$ cat src/rtl/mdbtx_pkg.sv
package mdbtx_pkg;

  typedef enum logic [1:0] {
    ST_IDLE  = 2'd0,
    ST_BITS  = 2'd1,
    ST_PULSE = 2'd2,
    ST_STOP  = 2'd3
  } txState_t;

  typedef enum logic [1:0] {
    WK_DATA  = 2'd0,
    WK_ADDR  = 2'd1,
    WK_PULSE = 2'd2
  } wrKind_t;

  // strobes from control to datapath
  typedef struct packed {
    logic load;   // holding -> shift stage
    logic shift;  // advance to next frame bit
    logic clear;  // transmitter disabled
  } txStrb_t;

  typedef struct packed {
    logic [1:0] wordLen;
    logic       parityEn;
    logic       parityEven;
  } frameCfg_t;

endpackage

$ cat src/rtl/mdbtx_ctrl.sv
module mdbtx_ctrl
  import mdbtx_pkg::*;
#(
  parameter int LEN_W = 7
) (
  input  logic             clk,
  input  logic             rstN,
  input  logic             halfTick,
  input  logic             txEn,
  input  logic             pause,
  input  logic             wrAcc,
  input  logic             holdFull,
  input  logic             holdIsPulse,
  input  logic [LEN_W-1:0] holdPulseLen,
  input  logic             lastBit,
  input  logic [1:0]       stopSel,
  output txState_t         state,
  output txStrb_t          strb,
  output logic             done
);

  localparam int CNT_W = LEN_W + 1;

  logic [CNT_W-1:0] cnt;
  logic [LEN_W-1:0] pulseLenQ;
  logic             stopLast;
  logic             pulseLast;
  logic             startNext;

  // stop period spans stopSel+2 half ticks; >= guards a config change mid-stop
  assign stopLast  = (cnt >= (CNT_W'(stopSel) + CNT_W'(1)));
  assign pulseLast = (cnt == ({pulseLenQ, 1'b0} - CNT_W'(1)));

  assign startNext = txEn && halfTick && holdFull && !pause &&
                     ((state == ST_IDLE) || ((state == ST_STOP) && stopLast));

  always_comb begin
    strb.load  = startNext;
    strb.shift = txEn && halfTick && (state == ST_BITS) && (cnt != '0) && !lastBit;
    strb.clear = !txEn;
  end

  always_ff @(posedge clk or negedge rstN) begin
    if (!rstN) begin
      state     <= ST_IDLE;
      cnt       <= '0;
      pulseLenQ <= '0;
      done      <= 1'b0;
    end else if (!txEn) begin
      state <= ST_IDLE;
      cnt   <= '0;
      done  <= 1'b0;
    end else begin
      if (startNext) begin
        cnt       <= '0;
        pulseLenQ <= holdPulseLen;
        if (!holdIsPulse)             state <= ST_BITS;
        else if (holdPulseLen == '0)  state <= ST_STOP;
        else                          state <= ST_PULSE;
      end else if (halfTick) begin
        unique case (state)
          ST_BITS: begin
            if (cnt != '0) begin
              cnt <= '0;
              if (lastBit) state <= ST_STOP;
            end else begin
              cnt <= CNT_W'(1);
            end
          end
          ST_PULSE: begin
            if (pulseLast) begin
              cnt   <= '0;
              state <= ST_STOP;
            end else begin
              cnt <= cnt + CNT_W'(1);
            end
          end
          ST_STOP: begin
            if (stopLast) begin
              cnt   <= '0;
              state <= ST_IDLE;
            end else begin
              cnt <= cnt + CNT_W'(1);
            end
          end
          default: ;
        endcase
      end
      if (wrAcc)
        done <= 1'b0;
      else if (halfTick && (state == ST_STOP) && stopLast && !holdFull)
        done <= 1'b1;
    end
  end


  pulse_nonzero_chk: assert property (@(posedge clk) disable iff (!rstN)
    (state == ST_PULSE) |-> (pulseLenQ != '0));


  bits_half_chk: assert property (@(posedge clk) disable iff (!rstN)
    (state == ST_BITS) |-> (cnt <= CNT_W'(1)));

endmodule

$ cat src/rtl/mdbtx_datapath.sv
module mdbtx_datapath
  import mdbtx_pkg::*;
#(
  parameter int DATA_W = 8,
  parameter int LEN_W  = 7
) (
  input  logic              clk,
  input  logic              rstN,
  input  txStrb_t           strb,
  input  txState_t          state,
  input  logic              wrAcc,
  input  wrKind_t           wrKind,
  input  logic [DATA_W-1:0] wrByte,
  input  frameCfg_t         cfg,
  output logic              holdFull,
  output logic              holdIsPulse,
  output logic [LEN_W-1:0]  holdPulseLen,
  output logic              lastBit,
  output logic              txLine
);

  localparam int FRAME_W = DATA_W + 3;             // start + data + address + parity
  localparam int POS_W   = $clog2(FRAME_W + 1);
  localparam int MIN_LEN = DATA_W - 3;

  logic [DATA_W-1:0]  holdByte;
  wrKind_t            holdKind;
  logic [FRAME_W-1:0] shiftQ;
  logic [POS_W-1:0]   bitsLeft;
  logic               pulseLvl;

  logic [FRAME_W-1:0] frmNext;
  logic [POS_W-1:0]   frmLen;
  logic [POS_W-1:0]   dataLen;
  logic               parAcc;

  assign holdIsPulse  = (holdKind == WK_PULSE);
  assign holdPulseLen = holdByte[LEN_W-1:0];
  assign lastBit      = (bitsLeft == POS_W'(1));
  assign dataLen      = POS_W'(cfg.wordLen) + POS_W'(MIN_LEN);

  // holding register
  always_ff @(posedge clk or negedge rstN) begin
    if (!rstN) begin
      holdFull <= 1'b0;
      holdByte <= '0;
      holdKind <= WK_DATA;
    end else if (strb.clear) begin
      holdFull <= 1'b0;
    end else if (wrAcc) begin
      holdFull <= 1'b1;
      holdByte <= wrByte;
      holdKind <= wrKind;
    end else if (strb.load) begin
      holdFull <= 1'b0;
    end
  end

  // frame assembly from the held byte and the live configuration
  always_comb begin
    frmNext    = '1;
    frmNext[0] = 1'b0;
    frmLen     = POS_W'(1);
    parAcc     = 1'b0;
    for (int i = 0; i < DATA_W; i++) begin
      if (POS_W'(i) < dataLen) begin
        frmNext[frmLen] = holdByte[i];
        parAcc          = parAcc ^ holdByte[i];
        frmLen          = frmLen + POS_W'(1);
      end
    end
    if (holdKind == WK_ADDR) begin
      frmNext[frmLen] = 1'b1;
      parAcc          = ~parAcc;
      frmLen          = frmLen + POS_W'(1);
    end
    if (cfg.parityEn) begin
      frmNext[frmLen] = cfg.parityEven ? parAcc : ~parAcc;
      frmLen          = frmLen + POS_W'(1);
    end
  end

  // shift stage
  always_ff @(posedge clk or negedge rstN) begin
    if (!rstN) begin
      shiftQ   <= '1;
      bitsLeft <= '0;
      pulseLvl <= 1'b1;
    end else if (strb.clear) begin
      shiftQ   <= '1;
      bitsLeft <= '0;
    end else if (strb.load) begin
      shiftQ   <= frmNext;
      bitsLeft <= frmLen;
      pulseLvl <= holdByte[DATA_W-1];
    end else if (strb.shift) begin
      shiftQ   <= {1'b1, shiftQ[FRAME_W-1:1]};
      bitsLeft <= bitsLeft - POS_W'(1);
    end
  end

  always_comb begin
    unique case (state)
      ST_BITS:  txLine = shiftQ[0];
      ST_PULSE: txLine = pulseLvl;
      default:  txLine = 1'b1;
    endcase
  end


  load_needs_word_chk: assert property (@(posedge clk) disable iff (!rstN)
    strb.load |-> holdFull);


  shift_in_frame_chk: assert property (@(posedge clk) disable iff (!rstN)
    strb.shift |-> (state == ST_BITS) && (bitsLeft > POS_W'(1)));

endmodule

$ cat src/rtl/mdb_uart_tx.sv
module mdb_uart_tx
  import mdbtx_pkg::*;
#(
  parameter int DATA_W = 8,
  parameter int LEN_W  = DATA_W - 1
) (
  input  logic              clk,
  input  logic              rstN,
  input  logic              halfTick,
  input  logic              txEn,
  input  logic              dataWr,
  input  logic              addrWr,
  input  logic              pulseWr,
  input  logic [DATA_W-1:0] wrByte,
  input  logic [1:0]        wordLen,
  input  logic              parityEn,
  input  logic              parityEven,
  input  logic [1:0]        stopSel,
  input  logic              ctsIn,
  input  logic              ctsPolHigh,
  input  logic              autoCts,
  input  logic              xoff,
  output logic              txLine,
  output logic              thre,
  output logic              temt,
  output logic              txDone
);

  txStrb_t          ctlStrb;
  txState_t         state;
  frameCfg_t        cfg;
  wrKind_t          wrKind;
  logic             wrAcc;
  logic             ctsActive;
  logic             pauseNow;
  logic             holdFull;
  logic             holdIsPulse;
  logic [LEN_W-1:0] holdPulseLen;
  logic             lastBit;

  assign ctsActive = ctsPolHigh ? ctsIn : ~ctsIn;
  assign pauseNow  = xoff || (autoCts && !ctsActive);
  assign wrAcc     = txEn && (dataWr || addrWr || pulseWr);
  assign wrKind    = pulseWr ? WK_PULSE : (addrWr ? WK_ADDR : WK_DATA);
  assign cfg       = '{wordLen: wordLen, parityEn: parityEn, parityEven: parityEven};

  mdbtx_ctrl #(.LEN_W(LEN_W)) ctrl_i (
    .clk          (clk),
    .rstN         (rstN),
    .halfTick     (halfTick),
    .txEn         (txEn),
    .pause        (pauseNow),
    .wrAcc        (wrAcc),
    .holdFull     (holdFull),
    .holdIsPulse  (holdIsPulse),
    .holdPulseLen (holdPulseLen),
    .lastBit      (lastBit),
    .stopSel      (stopSel),
    .state        (state),
    .strb         (ctlStrb),
    .done         (txDone)
  );

  mdbtx_datapath #(.DATA_W(DATA_W), .LEN_W(LEN_W)) dp_i (
    .clk          (clk),
    .rstN         (rstN),
    .strb         (ctlStrb),
    .state        (state),
    .wrAcc        (wrAcc),
    .wrKind       (wrKind),
    .wrByte       (wrByte),
    .cfg          (cfg),
    .holdFull     (holdFull),
    .holdIsPulse  (holdIsPulse),
    .holdPulseLen (holdPulseLen),
    .lastBit      (lastBit),
    .txLine       (txLine)
  );

  assign thre = ~holdFull;
  assign temt = ~holdFull && (state == ST_IDLE);


  no_start_paused_chk: assert property (@(posedge clk) disable iff (!rstN)
    ctlStrb.load |-> !pauseNow);


  idle_line_high_chk: assert property (@(posedge clk) disable iff (!rstN)
    temt |-> txLine);


  disable_clears_chk: assert property (@(posedge clk) disable iff (!rstN)
    !txEn |=> (txLine && thre));


  temt_implies_thre_chk: assert property (@(posedge clk) disable iff (!rstN)
    !thre |-> !temt);


  done_when_empty_chk: assert property (@(posedge clk) disable iff (!rstN)
    $rose(txDone) |-> temt);


  line_on_tick_chk: assert property (@(posedge clk) disable iff (!rstN)
    (!$past(halfTick) && $past(txEn)) |-> $stable(txLine));

endmodule

$ cat config.mk
export PLATFORM = sky130hd
export DESIGN_NAME = mdb_uart_tx
export DESIGN_NICKNAME = d
export VERILOG_FILES = /design/src/rtl/mdbtx_pkg.sv /design/src/rtl/mdbtx_ctrl.sv /design/src/rtl/mdbtx_datapath.sv /design/src/rtl/mdb_uart_tx.sv
export SDC_FILE = /design/constraint.sdc
export NUM_CORES = 1
export LEC_CHECK = 0
export BUFFER_PORTS_ARGS = -buffer_cell sky130_fd_sc_hd__buf_2
export CAP_MARGIN = 10
export CORE_MARGIN = 3
export CORE_UTILIZATION = 54
export DETAILED_ROUTE_END_ITERATION = 16
export GPL_TIMING_DRIVEN = 0
export HOLD_SLACK_MARGIN = 0.02
export PLACE_DENSITY = 0.76
export SLEW_MARGIN = 20
export SYNTH_ARGS = -nofsm -noshare
export SYNTH_HDL_FRONTEND = slang
export SYNTH_SLANG_ARGS = --single-unit
$ cat constraint.sdc
create_clock -name clk -period 2.7 [get_ports clk]
set_clock_uncertainty 0.1 [all_clocks]
set_input_delay 0 -clock clk [delete_from_list [all_inputs] [get_ports clk]]
set_output_delay 0 -clock clk [all_outputs]
set_load 0.005 [all_outputs]
==> impl_results.md <==
- Peak supply drop: between 300 and 400 uV
- Hold Path Class: in2async
- Final standard cell utilization of the core: 68.0%
- Share of post-route cells with drive strength above 1: 19.8%
- Ratio of routed vias to standard cells: roughly 5.7
- CTS tree: done
- Setup crit end kind: flip-flop
- Total congestion overflow after global routing: 0
- CTS HTree Levels: 2
- Fill cell instance count of the final layout: roughly 480
- Clock root cell: sky130_fd_sc_hd__clkbuf_8
- Finish-stage setup viols: 0
- Maximum number of pins on one net before global-route repair: between 40 and 50
- Die width: 84.2 um
- Drc violations: 0
- # IOs: 29
- Initial detailed-routing violation count: between 100 and 150
- Min Clock Period, post-route: between 2 and 3 ns
- Worst Setup Path Type: reg2reg
- Fraction of power spent switching nets: approximately two fifths
- Count of flip-flops with a built-in enable after synthesis: 0
- Number of clock sinks: 45
- Worst EP arrival: roughly 2.7 ns
- Area used by multi-input combinational logic: approximately 2100 um^2
- Detail-routed net length per standard cell: 15.2 um
- Async set-or-reset flop fraction in the synthesized netlist: between 90% and 100%
- Fraction of synthesized cell area taken by the top area cell type: approximately a quarter
- Final weighted congestion in routability-driven placement: between 0.9 and 1
- Highest fanout seen on the critical path: 9
- Detailed-route via count: 2959
- Port buffer count: 28
- Power share of the clock group: between 10% and 20%
- Core outline area: 5710 um^2
- Status: completed
- Distinct cell type count of the synthesized netlist: 57
- Antenna violations before repair: 0
- Most frequently used cell type in the post-synthesis netlist: sky130_fd_sc_hd__nand2_1
- Synthesis Warnings: 0
- Largest area contributor in the netlist: sky130_fd_sc_hd__dfrtp_1
- Max clock buf depth: 2
- Mean cell area of the mapped netlist: approximately 8.5 um^2
- Post-Route Hold Slack: around 0.13 ns
- Cell area power density: around 650 nW/um^2
- Sequential share of power: a little under two fifths
- Placed instance count: 489
- Number of diodes added for antenna fixing: 0
- Number of global-route vias before repair: 2967
- RSZ-0062 raised after global routing: no
- Final number of hold-violating endpoints: 0
- Synthesized instance count: 389
- Area of the die: 7090 um^2
- Commonest cells in the synthesized netlist: sky130_fd_sc_hd__nand2_1 (62), sky130_fd_sc_hd__dfrtp_1 (33), sky130_fd_sc_hd__o21ai_0 (29)
- Number of placement rows: 27
- Global-route total usage across every layer: 23.0%
- Total CTS buffers: 5
- Worst relative slew slack: between 50% and 60%
- Global-route wire length before repair: about 14000 um
- Most frequently used flop master after synthesis: sky130_fd_sc_hd__dfrtp_1
- Static leakage power: 1.76 nW
- Sequential Area: roughly 1100 um^2
- Wire length reported by the detailed router: just under 8000 um
- Top achievable clock speed: 388 MHz
- Number of nets in the synthesized netlist: about 440
- Total design power: around 0.0025 W
- Worst EP required: around 2.8 ns
- Critical Path Source Type: flip-flop
- Post-detail-place hpwl: around 5700 um
- Source-to-sink clock delay at the later pin of the worst-skew pair: about 0.3 ns
- Height of the chip: ~84 um
- Clock edge transition at the registers on the reported setup and hold paths: ~0.090 ns
- Transition time of the tightest slew-check pin: a little under 0.7 ns
- Total number of nets in the final design: 493
- Sequential share of the synthesized area: between 30% and 40%
- Post-route fraction of the period consumed by the critical path: a little over nine tenths
- Total of flip-flops plus latches after synthesis: 45
- Net switching power figure: 0.00101 W
- Starting density of the core: between 50% and 60%
- Power share of the combinational group: between 40% and 50%
- Signed area change from the synthesized netlist to the final layout: 17.6%
- Number of non-filler instances in the completed layout: ~520
- Cell types occupying the most area after synthesis: sky130_fd_sc_hd__dfrtp_1 (25%), sky130_fd_sc_hd__dfstp_2 (9.6%), sky130_fd_sc_hd__ha_1 (9.5%), sky130_fd_sc_hd__nand2_1 (7.1%), sky130_fd_sc_hd__xnor2_1 (4.5%)
- Number of detailed-routing iterations run before antenna repair: 5
- Cell-internal power: 0.00151 W
- Count of final max-slew check failures: 0
- Number of nets with antenna violations after routing: 0
- Count of max-cap constraint violations: 0
- Post-Synthesis Cell Area: 3300 um^2
logic make-up after synthesis:
group | count (synthesis) | share of synthesized area, %
buffers and inverters | 40 | 4.62
multiplexers | 13 | 4.28
AO/OA/AOI/OAI | 98 | 19.6
XOR/XNOR | 24 | 6.37
AND/OR/NAND/NOR | 144 | 21.1
flip-flops | 45 | 34.6
adder cells (fa/ha/maj) | 25 | 9.48
final cells by class:
cell class | instances | area share (%)
flip-flops and latches | 45 | 29.4
repair buffers | 47 | 8.32
clock buffers | 5 | 1.77
well taps | 72 | 2.32
plain buffers | 15 | 1.77
inverters | 25 | 2.42
clock inverters | 3 | 0.451
multi-input cells | 304 | 53.5
metrics by stage:
step           instance area [um^2]  worst slack [ns]  TNS (ns)
6_report                       3880             0.122         0
5_1_grt                        3880           0.00640         0
4_1_cts                        3790           0.00259         0
3_5_place_dp                   3530            -0.106    -0.114
3_3_place_gp                   3530           -0.0448   -0.0448
2_1_floorplan                  3300             0.172         0
critical path: stages, from the launching register on:
cell                       delay [ns]
sky130_fd_sc_hd__dfrtp_1         0.40
sky130_fd_sc_hd__inv_1           0.09
sky130_fd_sc_hd__ha_2            0.19
sky130_fd_sc_hd__or3b_4          0.39
sky130_fd_sc_hd__or2_2           0.31
sky130_fd_sc_hd__a21oi_2         0.15
sky130_fd_sc_hd__nor4_2          0.07
sky130_fd_sc_hd__a311o_1         0.32
sky130_fd_sc_hd__clkbuf_4        0.19
sky130_fd_sc_hd__nor4b_4         0.21
sky130_fd_sc_hd__a21o_1          0.11
sequential cells by signal, summed over array words and instances, names as in the netlist:
register and cells:
ctrl_i.cnt 8, ctrl_i.done 1, ctrl_i.pulseLenQ 7, ctrl_i.state 2, dp_i.bitsLeft 4, dp_i.holdByte 8, dp_i.holdFull 1, dp_i.holdKind 2
dp_i.pulseLvl 1, dp_i.shiftQ 11
layout by cell type (no fill, tap or decap), types with 2 or more instances in the layout:
cell / Yosys / routed
sky130_fd_sc_hd__mux2i_1: 4 / 4
sky130_fd_sc_hd__o21a_1: 2 / 2
sky130_fd_sc_hd__clkbuf_2: 0 / 4
sky130_fd_sc_hd__or3_1: 5 / 5
sky130_fd_sc_hd__mux2_2: 9 / 9
sky130_fd_sc_hd__a31oi_1: 4 / 4
sky130_fd_sc_hd__inv_1: 25 / 25
sky130_fd_sc_hd__buf_4: 0 / 5
sky130_fd_sc_hd__nand2_1: 62 / 62
sky130_fd_sc_hd__nand4_1: 5 / 5
sky130_fd_sc_hd__a21o_1: 10 / 10
sky130_fd_sc_hd__nor2_1: 22 / 21
sky130_fd_sc_hd__clkbuf_1: 13 / 9
sky130_fd_sc_hd__nor3_1: 4 / 3
sky130_fd_sc_hd__a311oi_1: 2 / 2
sky130_fd_sc_hd__a21oi_2: 1 / 2
sky130_fd_sc_hd__a22oi_1: 3 / 3
sky130_fd_sc_hd__buf_2: 2 / 27
sky130_fd_sc_hd__nand2b_1: 6 / 6
sky130_fd_sc_hd__dfrtp_1: 33 / 33
sky130_fd_sc_hd__dfstp_2: 12 / 12
sky130_fd_sc_hd__dlygate4sd3_1: 0 / 15
sky130_fd_sc_hd__nand3_1: 13 / 13
sky130_fd_sc_hd__a21oi_1: 27 / 25
sky130_fd_sc_hd__a311o_1: 2 / 2
sky130_fd_sc_hd__xnor2_1: 17 / 17
sky130_fd_sc_hd__nor2b_1: 6 / 5
sky130_fd_sc_hd__o21bai_1: 2 / 2
sky130_fd_sc_hd__or2_2: 5 / 5
sky130_fd_sc_hd__ha_1: 25 / 24
sky130_fd_sc_hd__nor3b_1: 2 / 2
sky130_fd_sc_hd__xor2_1: 7 / 7
sky130_fd_sc_hd__o21ai_0: 29 / 29
sky130_fd_sc_hd__clkinv_2: 0 / 2
sky130_fd_sc_hd__clkbuf_4: 0 / 2
sky130_fd_sc_hd__nor4_2: 0 / 3
sky130_fd_sc_hd__clkbuf_8: 0 / 5
power by group through the flow:
stage	clock network [W]	logic (W)	registers, W
2_1_floorplan	0	0.000783	0.000936
5_1_grt	0.000455	0.00127	0.000982
6_report	0.000418	0.00115	0.000959
3_5_place_dp	0	0.00102	0.000974
4_1_cts	0.000421	0.00108	0.000958
3_3_place_gp	0	0.000982	0.000970
what timing repair did:
item | CTS | global route
gates resized for setup | 2 | 22
setup buffers | 2 | 2
endpoints found under the hold margin | 45 | 0
hold buffers | 15 | 0
setup endpoints to repair | 3 | 28
pin swaps | 1 | 2
worst paths after layout:
| kind | cells past startpoint | slack [ns] | endpoint | start |
|---|---|---|---|---|
| worst max-delay path | 10 | 0.12 | ctrl_i.cnt[2] | ctrl_i.pulseLenQ[1] |
| worst min-delay path | 2 | 0.13 | ctrl_i.cnt[6] | rstN |
| max in group asynchronous | 2 | 1.98 | dp_i.shiftQ[2] | rstN |
| worst min register to register | 2 | 0.38 | dp_i.shiftQ[6] | dp_i.shiftQ[6] |
| worst max register to register | 10 | 0.12 | ctrl_i.cnt[2] | ctrl_i.pulseLenQ[1] |
| min in group clk | 4 | 0.15 | dp_i.shiftQ[2] | txEn |
metal layers:
| metal | global-route usage, % | wire length (um) | vias up |
|---|---|---|---|
| met1 | 29.5 | 3540 | 1392 |
| met4 | 9.50 | 191 | 0 |
| met2 | 39.2 | 3730 | 85 |
| met5 | 0 | 0 | - |
| met3 | 3.04 | 372 | 17 |
| li1 | - | - | 1465 |
Note: power is estimated with default switching activity, not from simulation.
